===== src/rtl/mcfc_pkg.sv =====
package mcfc_pkg;

    typedef enum logic [1:0] {
        ERR_NONE    = 2'b00,
        ERR_NO_SOP  = 2'b01,
        ERR_NO_EOP  = 2'b10,
        ERR_BAD_EOP = 2'b11
    } frame_err_e;

    typedef enum logic [1:0] {
        ST_IDLE   = 2'd0,
        ST_RESYNC = 2'd1,
        ST_BODY   = 2'd2
    } frame_st_e;

    typedef struct packed {
        logic       keep;
        frame_err_e code;
        frame_st_e  next_st;
    } verdict_t;

    function automatic int unsigned width_for(input int unsigned n);
        return (n > 1) ? $clog2(n) : 1;
    endfunction

    // Decide what to do with one accepted sample.
    function automatic verdict_t judge(
        input frame_st_e  st,
        input logic       sop,
        input logic       eop,
        input logic [1:0] err_in,
        input logic       at_last
    );
        verdict_t v;
        v.keep    = 1'b1;
        v.code    = ERR_NONE;
        v.next_st = ST_RESYNC;
        if (err_in != 2'b00) begin
            v.code = frame_err_e'(err_in);
        end else if (st == ST_BODY && sop) begin
            v.code = ERR_NO_EOP;
        end else if (!sop && st != ST_BODY) begin
            if (st == ST_IDLE) v.code = ERR_NO_SOP;
            else               v.keep = 1'b0;
        end else if (at_last) begin
            if (eop) v.next_st = ST_IDLE;
            else     v.code    = ERR_NO_EOP;
        end else begin
            if (eop) v.code    = ERR_BAD_EOP;
            else     v.next_st = ST_BODY;
        end
        return v;
    endfunction

endpackage


===== src/rtl/mcfc_frame_ctrl.sv =====
module mcfc_frame_ctrl
    import mcfc_pkg::*;
#(
    parameter int unsigned NUM_CH = 4,
    parameter int unsigned CH_W   = 2
) (
    input  logic            clk,
    input  logic            rst_n,
    input  logic            take,
    input  logic            sop,
    input  logic            eop,
    input  logic [1:0]      err_in,
    output logic            keep,
    output logic [CH_W-1:0] chan,
    output logic [1:0]      code,
    output frame_st_e       state
);

    localparam logic [CH_W-1:0] LAST_CH = CH_W'(NUM_CH - 1);

    frame_st_e       st_q;
    logic [CH_W-1:0] chan_q;
    logic [CH_W-1:0] cur_chan;
    logic            at_last;
    verdict_t        v;

    always_comb begin
        cur_chan = (sop || st_q != ST_BODY) ? '0 : chan_q;
        at_last  = (cur_chan == LAST_CH);
        v        = judge(st_q, sop, eop, err_in, at_last);
    end

    assign keep  = v.keep;
    assign code  = v.code;
    assign chan  = cur_chan;
    assign state = st_q;

    always_ff @(posedge clk) begin
        if (!rst_n) begin
            st_q   <= ST_IDLE;
            chan_q <= '0;
        end else if (take) begin
            st_q   <= v.next_st;
            chan_q <= (v.next_st == ST_BODY) ? cur_chan + 1'b1 : '0;
        end
    end

endmodule


===== config.mk =====
export PLATFORM = sky130hd
export DESIGN_NAME = mcfc_frame_ctrl
export DESIGN_NICKNAME = d
export VERILOG_FILES = /design/src/rtl/mcfc_pkg.sv /design/src/rtl/mcfc_frame_ctrl.sv
export SDC_FILE = /design/constraint.sdc
export NUM_CORES = 1
export LEC_CHECK = 0
export ABC_AREA = 1
export BUFFER_PORTS_ARGS = -buffer_cell sky130_fd_sc_hd__buf_4
export CAP_MARGIN = 10
export CORE_AREA = 4 4 41 43
export CTS_BUF_LIST = sky130_fd_sc_hd__clkbuf_16
export CTS_CLUSTER_DIAMETER = 40
export DETAILED_ROUTE_END_ITERATION = 10
export DIE_AREA = 0 0 45 47
export PLACE_DENSITY = 0.46
export SLEW_MARGIN = 0
export SYNTH_ARGS = -nofsm -noshare
export SYNTH_HDL_FRONTEND = slang
export SYNTH_SLANG_ARGS = --single-unit

===== constraint.sdc =====
create_clock -name clk -period 2.11 [get_ports clk]
set_clock_uncertainty 0.1 [all_clocks]
set_input_delay 0.1055 -clock clk [delete_from_list [all_inputs] [get_ports clk]]
set_output_delay 0.1055 -clock clk [all_outputs]
set_load 0.03 [all_outputs]

After elaboration in Yosys (flattened, before gate mapping)
Index checks and enable logic that the tools add are counted.
{"block": "totals", "register_bits": 4, "inputBits": 7, "output_inout_bits": 7, "word_cells": 31}
{"block": "op_classes", "addsub": 1, "n_eq_ne": 4, "muxes": 18, "reduce_logical": 6}
{"operator": "$mux 2", "count": 11}
{"operator": "$eq 2x2->1 const B", "count": 3}
{"operator": "$mux 1", "count": 6}
{"operator": "$mux 4", "count": 1}
{"operator": "$add 2x1->2 const B", "count": 1}
{"operator": "$logic_and 1x1->1", "count": 2}
{"operator": "$logic_not 2->1", "count": 1}
{"operator": "$ne 2x2->1 const B", "count": 1}
{"operator": "$reduce_bool 2->1", "count": 1}
{"operator": "$logic_not 1->1", "count": 1}
{"operator": "$logic_or 1x1->1", "count": 1}

Depth between registers and ports, before layout
{"block": "depth", "depth_word": 10, "depth_mapped": 11}

Worst setup path after synthesis
No wires, ideal clock.
{"block": "synth_timing", "path_type": "reg2out", "start": "register st_q[1] (netlist: state[1])", "end": "output port code[1]", "t_arrival_ps": 2122, "required_ps": 1904, "setup_slack_ps": -217, "stages_incl_launch_ff": 11, "path_buffers": 1, "path_cell_list": "dfxtp_1 -> nand3_1 -> nor2_1 -> ha_1 -> inv_1 -> ha_1 -> inv_1 -> nand2_1 -> nand3_1 -> nand2_1 -> buf_4"}
{"item": "from (decl)", "line": "mcfc_frame_ctrl.sv:21", "text": "frame_st_e st_q;"}
{"item": "from (signal assigned)", "line": "mcfc_frame_ctrl.sv:43", "text": "st_q <= v.next_st;"}
{"item": "to (decl)", "line": "mcfc_frame_ctrl.sv:15", "text": "output logic [1:0] code,"}

Worst setup path after layout
{"block": "layout_timing", "start": "register st_q[0] (netlist: state[0])", "end": "output port code[1]"}
{"block": "layout_via", "elab_chain_len": 8}
{"item": "$ne 2x2->1", "line": "mcfc_pkg.sv:42, mcfc_frame_ctrl.sv:28"}
{"item": "$logic_or 1x1->1", "line": "mcfc_frame_ctrl.sv:28", "text": "cur_chan = (sop || st_q != ST_BODY) ? '0 : chan_q;"}
{"item": "$mux 2", "line": "mcfc_frame_ctrl.sv:28"}
{"item": "$eq 2x2->1", "line": "mcfc_frame_ctrl.sv:29", "text": "at_last = (cur_chan == LAST_CH);"}
{"item": "$mux 4", "line": "mcfc_pkg.sv:45", "text": "end else if (at_last) begin"}
{"item": "$mux 2", "line": "mcfc_pkg.sv:42", "text": "end else if (!sop && st != ST_BODY) begin"}
{"item": "$mux 2 (*)", "line": "mcfc_pkg.sv:40", "text": "end else if (st == ST_BODY && sop) begin"}
{"item": "$mux 2 (*)", "line": "mcfc_pkg.sv:38", "text": "if (err_in != 2'b00) begin"}
Mark *: on every way between the ends. The rest lies on a longest branch, timed or not.

==> key figures <==
Run status
  • Run status: complete, no violations

Critical path
  • Crit-path max FO: 4
  • Worst Setup Path Type: reg2out
  • CP required: 1.90 ns
  • Crit path launch type: flop
  • Crit. End Element: primary output
  • Data arrival, critical path: 1.75 ns

Yosys
  • Ys Warns: 0
  • Synth Net Count: 66
  • Yosys cell types: 14
  • Post-synth top cells: inv_1, nand2_1, nor2_1, dfxtp_1, nand3_1
  • Sequential area share after synthesis: 23.4%
  • Register bit total from synthesis: 4
  • Syn Area/Cell: 6.12 µm²
  • Post-synth EDFFs: 0
  • Top_reg_cell synth: dfxtp_1
  • Mapped Area: 343 µm²
  • Mapped Cells: 56
  • Area contributors post-synth: dfxtp_1, inv_1, ha_1
  • Synth top area share: 23.4%
  • Most frequent cell after synthesis: inv_1
  • Leading area contributor after synthesis: dfxtp_1
  • Ys async rst share: 0%

Placement
  • Dpl hpwl: 634 µm
  • Routability cong.: 0.678
  • Port bufs: 13

Detailed routing
  • DR DRC count: 0
  • Antenna Nets Post-Route: 0
  • DRT Pass-1 Iters: 2
  • Starting DRT DRC Count: 4
  • WL per Instance: 8.65 µm
  • Drt via density: 4.05
  • Routed vias: 344
  • Routed WL: 735 µm

Clock network
  • Cts hold-fix bufs: 0
  • CTS Buffer Depth: 2
  • Sink Count: 4
  • Cts bufs inserted: 3
  • Postcts setup bufs: 0
  • CTS root buf: clkbuf_16
  • CTS tree: yes
  • Clk_lat worst skew: 0.22 ns
  • Htree depth: 1
  • Clk slew on worst S/H paths: 0.03 ns

GRT
  • Pin count of the biggest net entering global routing: 7
  • Antenna violations before repair: 0
  • GRT Total Usage: 7.90%
  • GRT overflow: 0
  • Vias in the first global route: 314
  • First-pass GRT wire length: 1220 µm

Min path
  • HP Class: in2reg

Timing
  • Post-route minimum period: 1.95 ns
  • Fin crit share: 92.5%
  • WHS: 0.0517 ns
  • Final setup fails: 0
  • Setup_tns: 0 ns
  • Fin. max-slew vios: 0
  • Peak Freq: 512 MHz
  • Rel. slew slack: 88.4%
  • Worst slew pin tran: 0.174 ns
  • Unrepaired setup endpoints after global routing: no
  • Hold Vio Cnt, Final: 0

Die
  • Die height: 47 µm
  • Core region area: 0.00130 mm²
  • Die area: 0.00212 mm²
  • Die Wd: 45 µm
  • Io pins: 14
  • Initial Util: 26.3%
  • Rows: 13

Finish
  • # fillers: 147
  • Layout area overhead: 57.7%
  • Ant diodes: 0
  • Layout Nets: 82
  • Final Core Density: 41.5%
  • Layout cells sized above 1: 35.7%

Power
  • Leakage: 0.269 nW
  • Pwr dens: 802 mW/mm²
  • Peak supply drop: 0.000742 V

Flow run
  • Number of max-cap violations: 0
worst max-delay path: stages (launching register included):
cell	delay, ns
dfxtp_1	0.33
inv_2	0.08
nand3_2	0.11
nor2_4	0.13
ha_1	0.15
inv_1	0.05
ha_1	0.26
inv_1	0.09
nand2_1	0.06
nand3_1	0.07
nand2_1	0.05
buf_4	0.16
stage by stage:
step | power (W) | instances | worst slack, ns | instance area [µm²]
finish | 0.000433 | 85 | 0.157 | 541
global placement | 0.000144 | 82 | 0.275 | 460
CTS | 0.000438 | 85 | 0.0553 | 536
detailed placement | 0.000144 | 82 | 0.293 | 460
floorplan | 0.000123 | 56 | 0.111 | 359
global route | 0.000455 | 85 | 0.00909 | 541
state kept, by name, indices dropped and copies added, names as in the netlist:
register and flops:
state 2, chan_q 2
worst paths after layout:
| path | from | to | slack [ns] | cells past startpoint |
|---|---|---|---|---|
| worst max-delay path | state[0] | code[1] | 0.16 | 11 |
| worst min-delay path | rst_n | state[1] | 0.05 | 3 |
| worst max register to register | state[0] | chan_q[0] | 0.37 | 11 |
| worst min register to register | chan_q[0] | chan_q[0] | 0.36 | 2 |
power breakdown:
part | switching (W) | internal (W) | total [W]
clock | 0.0000491 | 0.000242 | 0.000291
sequential | 0.00000353 | 0.0000792 | 0.0000827
combinational | 0.0000353 | 0.0000245 | 0.0000598
total | 0.0000879 | 0.000345 | 0.000433
layout make-up:
type                       instances  area (µm²)  area share [%]
multi-input combinational         36         215            39.8
timing repair buffer              13        97.6            18.1
sequential                         4        81.3            15.0
clock buffer                       3        75.1            13.9
inverter                          14        52.6            9.72
tap                               15        18.8            3.47
timing repair:
action / CTS / global route
endpoints found under the setup margin: 0 / 2
endpoints found under the hold margin: 0 / 0
resized for setup: 0 / 1
cells in the final DEF, fill, tap and decap left out:
cell       Yosys  routed
inv_1         13      13
buf_4          2      13
nand2_1       10      10
nor2_1         9       7
nor2_4         1       3
nand3_1        4       3
o21ai_0        3       3
ha_1           3       3
dfxtp_1        4       3
clkbuf_16      0       3
nand3_2        1       2
nand2_2        2       2
a21oi_1        2       2
inv_2          1       1
o21bai_1       1       1
dfxtp_2        0       1
cell families (layout without fill, tap and decap cells):
| group | Yosys count | in the layout | share of synthesized area [%] |
|---|---|---|---|
| and+or+nand+nor | 27 | 27 | 36.5 |
| buffers and inverters | 16 | 30 | 19.7 |
| AOI/OAI and AO/OA | 6 | 6 | 9.49 |
| DFF | 4 | 4 | 23.4 |
| adders and majority gates | 3 | 3 | 11.0 |
layer usage:
layer  vias up  GRT usage, %  wire length, µm
li1        193             -                -
met1       142          9.32              350
met2         9          13.0              319
met3         0          3.83               65
met4         0          1.75                0
met5         -             0                0
Power figures use the tool's default switching activity.
